===== src/rtl/irq_gate_pkg.sv =====
package irq_gate_pkg;

    localparam int unsigned REG_W   = 32;
    localparam int unsigned REG_BYT = REG_W / 8;
    localparam int unsigned NUM_SRC = 3;

    // Reverse byte lanes: bus lane k carries the byte at address offset k,
    // register is big-endian, so register byte 0 (LSB) lands in the top lane.
    function automatic logic [REG_W-1:0] lane_swap(input logic [REG_W-1:0] v);
        logic [REG_W-1:0] r;
        for (int i = 0; i < REG_BYT; i++) begin
            r[8*i +: 8] = v[8*(REG_BYT-1-i) +: 8];
        end
        return r;
    endfunction

endpackage


===== src/rtl/irq_edge_capture.sv =====
module irq_edge_capture #(
    parameter int unsigned N = 3
) (
    input  logic         clk_i,
    input  logic         rst_ni,
    input  logic [N-1:0] req_i,
    output logic [N-1:0] rise_o
);

    typedef struct packed {
        logic [N-1:0] prev;
    } edge_st_t;

    edge_st_t st_d, st_q;

    always_comb begin
        st_d      = st_q;
        st_d.prev = req_i;
        rise_o    = req_i & ~st_q.prev;
    end

    always_ff @(posedge clk_i or negedge rst_ni) begin
        if (!rst_ni) st_q <= '0;
        else         st_q <= st_d;
    end

    AST_NO_BACK_TO_BACK_EDGE: assert property (@(posedge clk_i) disable iff (!rst_ni)
        $past(rst_ni) |-> ((rise_o & $past(rise_o)) == '0));

endmodule


===== src/rtl/irq_bus_decode.sv =====
module irq_bus_decode
    import irq_gate_pkg::*;
#(
    parameter int unsigned WADDR_W = 2
) (
    input  logic               sel_i,
    input  logic               wr_i,
    input  logic [WADDR_W-1:0] waddr_i,
    input  logic [REG_W-1:0]   wdata_i,
    input  logic [REG_W-1:0]   flag_i,
    input  logic [REG_W-1:0]   mask_i,
    output logic [REG_W-1:0]   clr_o,
    output logic               mask_we_o,
    output logic [REG_W-1:0]   mask_wd_o,
    output logic [REG_W-1:0]   rdata_o
);

    localparam logic [WADDR_W-1:0] WA_FLAG = WADDR_W'(0);
    localparam logic [WADDR_W-1:0] WA_MASK = WADDR_W'(1);

    logic [REG_W-1:0] wval;

    always_comb begin
        wval      = lane_swap(wdata_i);
        clr_o     = '0;
        mask_we_o = 1'b0;
        mask_wd_o = wval;
        rdata_o   = '0;
        if (sel_i && wr_i) begin
            if (waddr_i == WA_FLAG) clr_o     = wval;
            if (waddr_i == WA_MASK) mask_we_o = 1'b1;
        end
        if (sel_i && !wr_i) begin
            if (waddr_i == WA_FLAG) rdata_o = lane_swap(flag_i);
            if (waddr_i == WA_MASK) rdata_o = lane_swap(mask_i);
        end
    end

endmodule


===== src/rtl/irq_reg_file.sv =====
module irq_reg_file
    import irq_gate_pkg::*;
(
    input  logic             clk_i,
    input  logic             rst_ni,
    input  logic [REG_W-1:0] set_i,
    input  logic [REG_W-1:0] clr_i,
    input  logic             mask_we_i,
    input  logic [REG_W-1:0] mask_wd_i,
    output logic [REG_W-1:0] flag_o,
    output logic [REG_W-1:0] mask_o,
    output logic             irq_o
);

    typedef struct packed {
        logic [REG_W-1:0] flag;
        logic [REG_W-1:0] mask;
        logic             irq;
    } regs_t;

    regs_t r_d, r_q;

    always_comb begin
        r_d      = r_q;
        // set has priority over write-one-to-clear
        r_d.flag = (r_q.flag & ~clr_i) | set_i;
        if (mask_we_i) r_d.mask = mask_wd_i;
        r_d.irq  = |(r_q.flag & r_q.mask);
    end

    always_ff @(posedge clk_i or negedge rst_ni) begin
        if (!rst_ni) r_q <= '0;
        else         r_q <= r_d;
    end

    assign flag_o = r_q.flag;
    assign mask_o = r_q.mask;
    assign irq_o  = r_q.irq;

    AST_FLAG_NEEDS_SET: assert property (@(posedge clk_i) disable iff (!rst_ni)
        $past(rst_ni) |-> ((r_q.flag & ~$past(r_q.flag) & ~$past(set_i)) == '0));
    AST_W1C_CLEARS: assert property (@(posedge clk_i) disable iff (!rst_ni)
        (|(clr_i & ~set_i)) |=> ((r_q.flag & $past(clr_i & ~set_i)) == '0));
    AST_UNCLEARED_KEEP: assert property (@(posedge clk_i) disable iff (!rst_ni)
        $past(rst_ni) |-> (($past(r_q.flag) & ~$past(clr_i) & ~r_q.flag) == '0));
    AST_SET_WINS: assert property (@(posedge clk_i) disable iff (!rst_ni)
        (set_i != '0) |=> ((r_q.flag & $past(set_i)) == $past(set_i)));
    AST_MASK_HOLD: assert property (@(posedge clk_i) disable iff (!rst_ni)
        !mask_we_i |=> $stable(r_q.mask));
    AST_IRQ_QUIET: assert property (@(posedge clk_i) disable iff (!rst_ni)
        ($past(rst_ni) && ((r_q.flag & r_q.mask) == '0) && ($past(r_q.flag & r_q.mask) == '0))
        |-> !r_q.irq);

endmodule


===== src/rtl/ahci_irq_gate.sv =====
module ahci_irq_gate
    import irq_gate_pkg::*;
#(
    parameter int unsigned WADDR_W   = 2,
    parameter int unsigned MEDIA_BIT = 0,
    parameter int unsigned PORT0_BIT = 3,
    parameter int unsigned PORT1_BIT = 5
) (
    input  logic               clk_i,
    input  logic               rst_ni,
    input  logic               media_evt_i,
    input  logic               port0_irq_i,
    input  logic               port1_irq_i,
    input  logic               dbg_evt_i,
    input  logic               bus_sel_i,
    input  logic               bus_wr_i,
    input  logic [WADDR_W-1:0] bus_waddr_i,
    input  logic [REG_W-1:0]   bus_wdata_i,
    output logic [REG_W-1:0]   bus_rdata_o,
    output logic               irq_o,
    output logic               dbg_irq_o
);

    localparam int unsigned SRC_POS [NUM_SRC] = '{MEDIA_BIT, PORT0_BIT, PORT1_BIT};

    logic [NUM_SRC-1:0] req, rise;
    logic [REG_W-1:0]   set_vec, clr_vec, mask_wd, flag_q, mask_q;
    logic               mask_we;
    logic               dbg_d, dbg_q;

    assign req = {port1_irq_i, port0_irq_i, media_evt_i};

    irq_edge_capture #(.N(NUM_SRC)) u_edge (
        .clk_i  (clk_i),
        .rst_ni (rst_ni),
        .req_i  (req),
        .rise_o (rise)
    );

    always_comb begin
        set_vec = '0;
        for (int s = 0; s < NUM_SRC; s++) begin
            set_vec[SRC_POS[s]] = set_vec[SRC_POS[s]] | rise[s];
        end
    end

    irq_bus_decode #(.WADDR_W(WADDR_W)) u_dec (
        .sel_i     (bus_sel_i),
        .wr_i      (bus_wr_i),
        .waddr_i   (bus_waddr_i),
        .wdata_i   (bus_wdata_i),
        .flag_i    (flag_q),
        .mask_i    (mask_q),
        .clr_o     (clr_vec),
        .mask_we_o (mask_we),
        .mask_wd_o (mask_wd),
        .rdata_o   (bus_rdata_o)
    );

    irq_reg_file u_regs (
        .clk_i     (clk_i),
        .rst_ni    (rst_ni),
        .set_i     (set_vec),
        .clr_i     (clr_vec),
        .mask_we_i (mask_we),
        .mask_wd_i (mask_wd),
        .flag_o    (flag_q),
        .mask_o    (mask_q),
        .irq_o     (irq_o)
    );

    // debug line: straight registered pass-through, not gated
    always_comb dbg_d = dbg_evt_i;

    always_ff @(posedge clk_i or negedge rst_ni) begin
        if (!rst_ni) dbg_q <= 1'b0;
        else         dbg_q <= dbg_d;
    end

    assign dbg_irq_o = dbg_q;

    AST_DBG_DELAY: assert property (@(posedge clk_i) disable iff (!rst_ni)
        $past(rst_ni) |-> (dbg_irq_o == $past(dbg_evt_i)));
    AST_SRC_REACHES_FLAG: assert property (@(posedge clk_i) disable iff (!rst_ni)
        port0_irq_i && !$past(port0_irq_i) && $past(rst_ni) |=> flag_q[PORT0_BIT]);

endmodule


===== config.mk =====
export PLATFORM = sky130hd
export DESIGN_NAME = ahci_irq_gate
export DESIGN_NICKNAME = d
export VERILOG_FILES = /design/src/rtl/irq_gate_pkg.sv /design/src/rtl/irq_edge_capture.sv /design/src/rtl/irq_bus_decode.sv /design/src/rtl/irq_reg_file.sv /design/src/rtl/ahci_irq_gate.sv
export SDC_FILE = /design/constraint.sdc
export NUM_CORES = 1
export LEC_CHECK = 0
export ABC_AREA = 0
export ABC_CLOCK_PERIOD_IN_PS = 2400
export BUFFER_PORTS_ARGS = -buffer_cell sky130_fd_sc_hd__buf_2
export CAP_MARGIN = 20
export CORE_ASPECT_RATIO = 0.5
export CORE_MARGIN = 2
export CORE_UTILIZATION = 57
export DETAILED_ROUTE_END_ITERATION = 10
export GPL_ROUTABILITY_DRIVEN = 0
export PLACE_DENSITY = 0.91
export SLEW_MARGIN = 15
export SYNTH_ARGS = -nofsm -noshare
export SYNTH_HDL_FRONTEND = slang
export SYNTH_SLANG_ARGS = --single-unit
export TNS_END_PERCENT = 30

===== constraint.sdc =====
create_clock -name clk_i -period 2.4 [get_ports clk_i]
set_input_delay 0.24 -clock clk_i [delete_from_list [all_inputs] [get_ports clk_i]]
set_output_delay 0.24 -clock clk_i [all_outputs]
set_load 0.005 [all_outputs]

======== Word-level counts from Yosys, hierarchy flattened ========
Cells that the tools add are included.
cells by class
  equality and inequality tests ........... 1
  mux-type cells .......................... 7
  bitwise logic cells ..................... 6
  reductions and logical operators ........ 5
operator list
  cell                                                                    count
  32-bit two-way mux                                                      5
  32-bit AND                                                              2
  32-bit inverter                                                         1
  32-bit by 6-bit OR with 32-bit output                                   1
  32-bit OR reduction                                                     1
  3-bit AND                                                               1
  3-bit inverter                                                          1
  2-bit by 1-bit equality test with 1-bit output (second input constant)  1
  1-bit logical AND                                                       2
  2-bit logical NOT                                                       1
  1-bit two-way mux                                                       2
  1-bit logical NOT                                                       1
storage, ports and cells
  bits in registers ....................... 69
  input port bits ......................... 42
  word-level logic and storage cells ...... 24

======== Depth between registers and ports, before layout ========
  word-level depth ........................ 6
  mapped depth ............................ 5
  gate-level depth less buffers ........... 3

======== Cells and area by module ========
Synthesis repeated with hierarchy kept, for this count alone.
second synthesis, totals
  cells, all modules ...................... 336
  area total of the unflattened synthesis .. 3639.7 µm²
modules (own cells, without submodules)
  module            times used  cells each  area each (µm²)  seq. area each (µm²)
  irq_reg_file      1           186         2528.7           1626.6
  irq_bus_decode    1           142         965.9            0.0
  irq_edge_capture  1           6           116.4            75.1
  ahci_irq_gate     1           2           28.8             25.0

======== Least setup slack after synthesis ========
OpenSTA, ideal clock, no wires.
  path type ............................... register to register
  start point ............................. register u_regs.r_q, in the netlist u_regs.mask_o[3]
  end point ............................... register u_regs.r_q, in the netlist u_regs.irq_o
  setup time .............................. 0.138 ns
  arrival time ............................ 1.126 ns
  required time ........................... 2.262 ns
  path slack .............................. 1.135 ns
  stages on the path, launching flop included .. 4
  cells stage by stage .................... dfrtp_1 > a22oi_1 > nand4_1 > or4_1
RTL lines
  item                    line                source
  start, declared         irq_reg_file.sv:21  regs_t r_d, r_q;
  start signal, assigned  irq_reg_file.sv:33  else r_q <= r_d;

======== Worst setup path in the final report ========
  start point ............................. input port bus_wr_i
  end point ............................... output port bus_rdata_o[24]
between the ends
  cells in the longest elaborated chain, start to end .. 3
ends and longest elaborated chain
  item                line                  source
  start, declared     ahci_irq_gate.sv:16   input logic bus_wr_i,
  1-bit logical NOT   irq_bus_decode.sv:33  if (sel_i && !wr_i) begin
  1-bit logical AND   irq_bus_decode.sv:33
  32-bit two-way mux  irq_bus_decode.sv:33
  end, declared       ahci_irq_gate.sv:19   output logic [REG_W-1:0] bus_rdata_o,
Every way passes these cells.

==> impl_metrics.prom <==
# TYPE chip_impl_metric gauge
chip_impl_metric{name="initial_utilization",unit="%"} 60.9
chip_impl_metric{name="detail_route.wl_per_cell",unit="um"} 17.5
chip_impl_metric{name="timing_max_transition_violations_final",unit=""} 0
chip_impl_metric{name="cts.path.max_buffers",unit=""} 2
chip_impl_metric{name="cellPowerDensity",unit="nW/um2"} 685
chip_impl_metric{name="vias_per_cell",unit=""} 5.66
chip_impl_metric{name="ant_nets",unit=""} 0
chip_impl_metric{name="worst_margin_pin_slew",unit="ns"} 0.716
chip_impl_metric{name="synth.avg_cell_area",unit="um2"} 12.8
chip_impl_metric{name="core_area",unit="um2"} 5070
chip_impl_metric{name="antenna_cells",unit=""} 0
chip_impl_metric{name="first_global_vias",unit=""} 2343
chip_impl_metric{name="fin_worst_hold_slack",unit="ns"} 0.0154
chip_impl_metric{name="nFillCells",unit=""} 326
chip_impl_metric{name="leakage",unit="nW"} 1.85
chip_impl_metric{name="ys_ff_latch",unit=""} 69
chip_impl_info{name="status",value="complete, no violations"} 1
chip_impl_metric{name="final_util",unit="%"} 72.9
chip_impl_metric{name="wirelength",unit="mm"} 6.88
chip_impl_metric{name="finalHoldViolations",unit=""} 0
chip_impl_metric{name="synth_cells",unit=""} 241
chip_impl_info{name="clockRootBuffer",value="clkbuf_8"} 1
chip_impl_metric{name="clk-insertion-delay-late",unit="ns"} 0.35
chip_impl_metric{name="comb_power_share",unit="%"} 13.4
chip_impl_metric{name="slew-limit-headroom",unit="%"} 52.3
chip_impl_metric{name="critical_path.n_buffers_inverters",unit=""} 2
chip_impl_metric{name="total_iterations_of_the_first_detailed_routing_run",unit=""} 4
chip_impl_metric{name="cts_made_buffers",unit=""} 9
chip_impl_metric{name="yosys.cell_types.count",unit=""} 20
chip_impl_metric{name="switching_power_share_of_the_total",unit="%"} 25.8
chip_impl_info{name="critical_path.cell_chain",value="buf_2 -> or3b_2 -> nor2_1 -> buf_2"} 1
chip_impl_metric{name="synth_area",unit="um2"} 3080
chip_impl_metric{name="multi_input_comb_area",unit="um2"} 1260
chip_impl_metric{name="finalCriticalPeriod",unit="ns"} 1.80
chip_impl_metric{name="seqCellArea",unit="um2"} 1730
chip_impl_metric{name="synthesis.yosys.warnings",unit=""} 0
chip_impl_metric{name="cts_htree_levels",unit=""} 3
chip_impl_metric{name="yosysSeqAreaShare",unit="%"} 56.0
chip_impl_metric{name="row_count",unit=""} 18
chip_impl_info{name="setup.worst_path.end_class",value="primary output"} 1
chip_impl_metric{name="timing.final.setup_violations",unit=""} 0
chip_impl_metric{name="area_growth",unit="%"} 19.8
chip_impl_metric{name="first_pass_grt_wire_length",unit="mm"} 11.3
chip_impl_info{name="timing_worst_setup_path_type",value="in -> out"} 1
chip_impl_info{name="timing.critical_path.from_type",value="primary input"} 1
chip_impl_metric{name="power.internal",unit="W"} 0.00188
chip_impl_metric{name="cts.sinks",unit=""} 69
chip_impl_info{name="holdCritPathClass",value="in -> reg"} 1
chip_impl_metric{name="syn_nets",unit=""} 283
chip_impl_info{name="cp_slowest_cell",value="or3b_2"} 1
chip_impl_metric{name="crit_path_max_incr_delay",unit="ns"} 0.78
chip_impl_metric{name="final_layout_size_suffix_gt1_share",unit="%"} 38.3
chip_impl_metric{name="cap_violations",unit=""} 0
chip_impl_metric{name="crit_required",unit="ns"} 2.16
chip_impl_metric{name="groute.usage.overall",unit="%"} 24.8
chip_impl_metric{name="dp_hpwl",unit="mm"} 4.59
chip_impl_metric{name="design.die.area",unit="um2"} 6050
chip_impl_metric{name="finClkSkew",unit="ns"} 0.00845
chip_impl_metric{name="dieHeight",unit="um"} 56.0
chip_impl_info{name="rsz_0062_raised_after_global_routing",value="no"} 1
chip_impl_info{name="tritoncts",value="done"} 1
chip_impl_metric{name="clkTransAtPathRegs",unit="ns"} 0.07
chip_impl_metric{name="detailedRoute.firstIterationViolations",unit=""} 90
chip_impl_metric{name="max_freq",unit="MHz"} 555
chip_impl_metric{name="arrival",unit="ns"} 1.56
chip_impl_metric{name="largest_net_degree_at_the_start_of_global_routing",unit=""} 47
chip_impl_metric{name="tns",unit="ns"} 0
chip_impl_metric{name="via_count",unit=""} 2229
chip_impl_metric{name="buffer_ports.inserted",unit=""} 75
chip_impl_info{name="cpLargestDelayFamily",value="simple AND/OR/NAND/NOR gates"} 1
chip_impl_info{name="critical_path.most_common_cell",value="buf_2"} 1
chip_impl_metric{name="clockPowerShare",unit="%"} 31.5
chip_impl_metric{name="remaining_drc_errors",unit=""} 0
chip_impl_metric{name="worst-path-max-fanout",unit=""} 32
chip_impl_metric{name="switchingPower",unit="W"} 0.000652
chip_impl_metric{name="grt_overflow_total",unit=""} 0
chip_impl_metric{name="pwr-share-seq",unit="%"} 55.0
chip_impl_metric{name="top_level_ports",unit=""} 76
chip_impl_metric{name="vdd_ir_drop_max",unit="mV"} 0.481
chip_impl_metric{name="grt_antenna_before_repair",unit=""} 0
chip_impl_metric{name="design.final.nets",unit=""} 362
chip_impl_metric{name="fp.dieW",unit="um"} 108
chip_impl_metric{name="layout_worst_path_cycle_share",unit="%"} 75.1
==> metal layers <==
| layer | up-vias | share of wire, % | GRT usage (%) |
|---|---|---|---|
| met4 | 0 | 2.3 | 8.97 |
| met1 | 1108 | 44 | 32.0 |
| met2 | 76 | 47 | 38.2 |
| met3 | 21 | 6.6 | 10.1 |
| li1 | 1024 | - | - |
| met5 | - | 0 | 0 |
==> Yosys cell counts <==
library cell	count	area share, %
nor2_1	32	3.9
nor4bb_4	1	0.81
or4_1	1	0.24
a22oi_1	16	3.9
a21boi_0	29	7.1
buf_4	3	0.73
dfrtp_1	69	56
or3b_1	1	0.28
nand2_1	3	0.37
clkbuf_1	1	0.12
buf_2	6	0.97
mux2_1	3	1.1
buf_6	2	0.73
mux2i_1	32	10
mux2_2	29	11
clkbuf_2	2	0.32
nand4b_2	1	0.49
inv_1	3	0.37
nand4_1	4	0.81
a22o_1	3	0.85
==> layout make-up <==
type,count,share of cell area (%)
clock buffer,13,4.03
clock inverter,2,0.271
inverter,3,0.305
multi-input combinational,155,34.0
sequential,69,46.7
tap,70,2.37
timing repair buffer,82,12.3
==> placed cells by master, fill, tap and decap left out, types with 2 or more instances in the layout <==
cell,n
clkbuf_1,3
clkinv_2,2
buf_2,75
mux2i_1,32
dfrtp_1,69
a21boi_0,29
nand4_1,4
inv_1,3
buf_4,3
a22oi_1,16
nand2_1,3
a22o_1,3
clkbuf_8,10
nor2_1,32
dlygate4sd3_1,2
mux2_1,3
mux2_2,29
==> path summary, 6_finish.rpt <==
check	start	end	slack [ns]	cells after the start
min	port0_irq_i	u_edge.st_q[1]	0.02	1
min reg2reg	u_regs.mask_o[9]	u_regs.mask_o[9]	0.53	1
max	bus_wr_i	bus_rdata_o[24]	0.60	4
max in group asynchronous	rst_ni	u_regs.flag_o[17]	1.34	3
max reg2reg	u_regs.mask_o[13]	u_regs.irq_o	0.86	3
min in group asynchronous	rst_ni	u_regs.mask_o[0]	0.44	2
==> cell families after synthesis <==
group / after synthesis / share of synthesized area, %
multiplexers: 64 / 22.1
AO/OA/AOI/OAI: 48 / 11.8
flip-flops: 69 / 56.0
AND/OR/NAND/NOR: 43 / 6.90
buffers and inverters: 17 / 3.25
==> metrics by stage <==
stage / area [um2] / std cells / power [W] / setup slack, ns
4_1_cts: 3680 / 393 / 0.00254 / 0.494
3_5_place_dp: 3500 / 376 / 0.00175 / 0.128
5_1_grt: 3690 / 394 / 0.00264 / 0.543
6_report: 3690 / 394 / 0.00253 / 0.598
3_3_place_gp: 3500 / 376 / 0.00172 / 0.166
2_1_floorplan: 3080 / 241 / 0.00160 / 1.14
==> registers in the layout, indices dropped and copies added (netlist names) <==
register / cells
u_regs.mask_o: 32
u_regs.irq_o: 1
dbg_irq_o: 1
u_regs.flag_o: 32
u_edge.st_q: 3
==> power by group through the flow <==
stage	Combinational (W)	Clock, W	Sequential, W
floorplan	0.000219	0	0.00138
global placement	0.000320	0	0.00140
detailed placement	0.000336	0	0.00141
CTS	0.000342	0.000810	0.00139
global route	0.000378	0.000856	0.00141
finish	0.000340	0.000799	0.00139
==> what timing repair did <==
item	4_1_cts	5_1_grt
endpoints found under the hold margin	24	0
setup buffers	0	0
hold buffers	2	0
gates resized for setup	0	0
No activity file was read; power rests on OpenSTA's default activity.
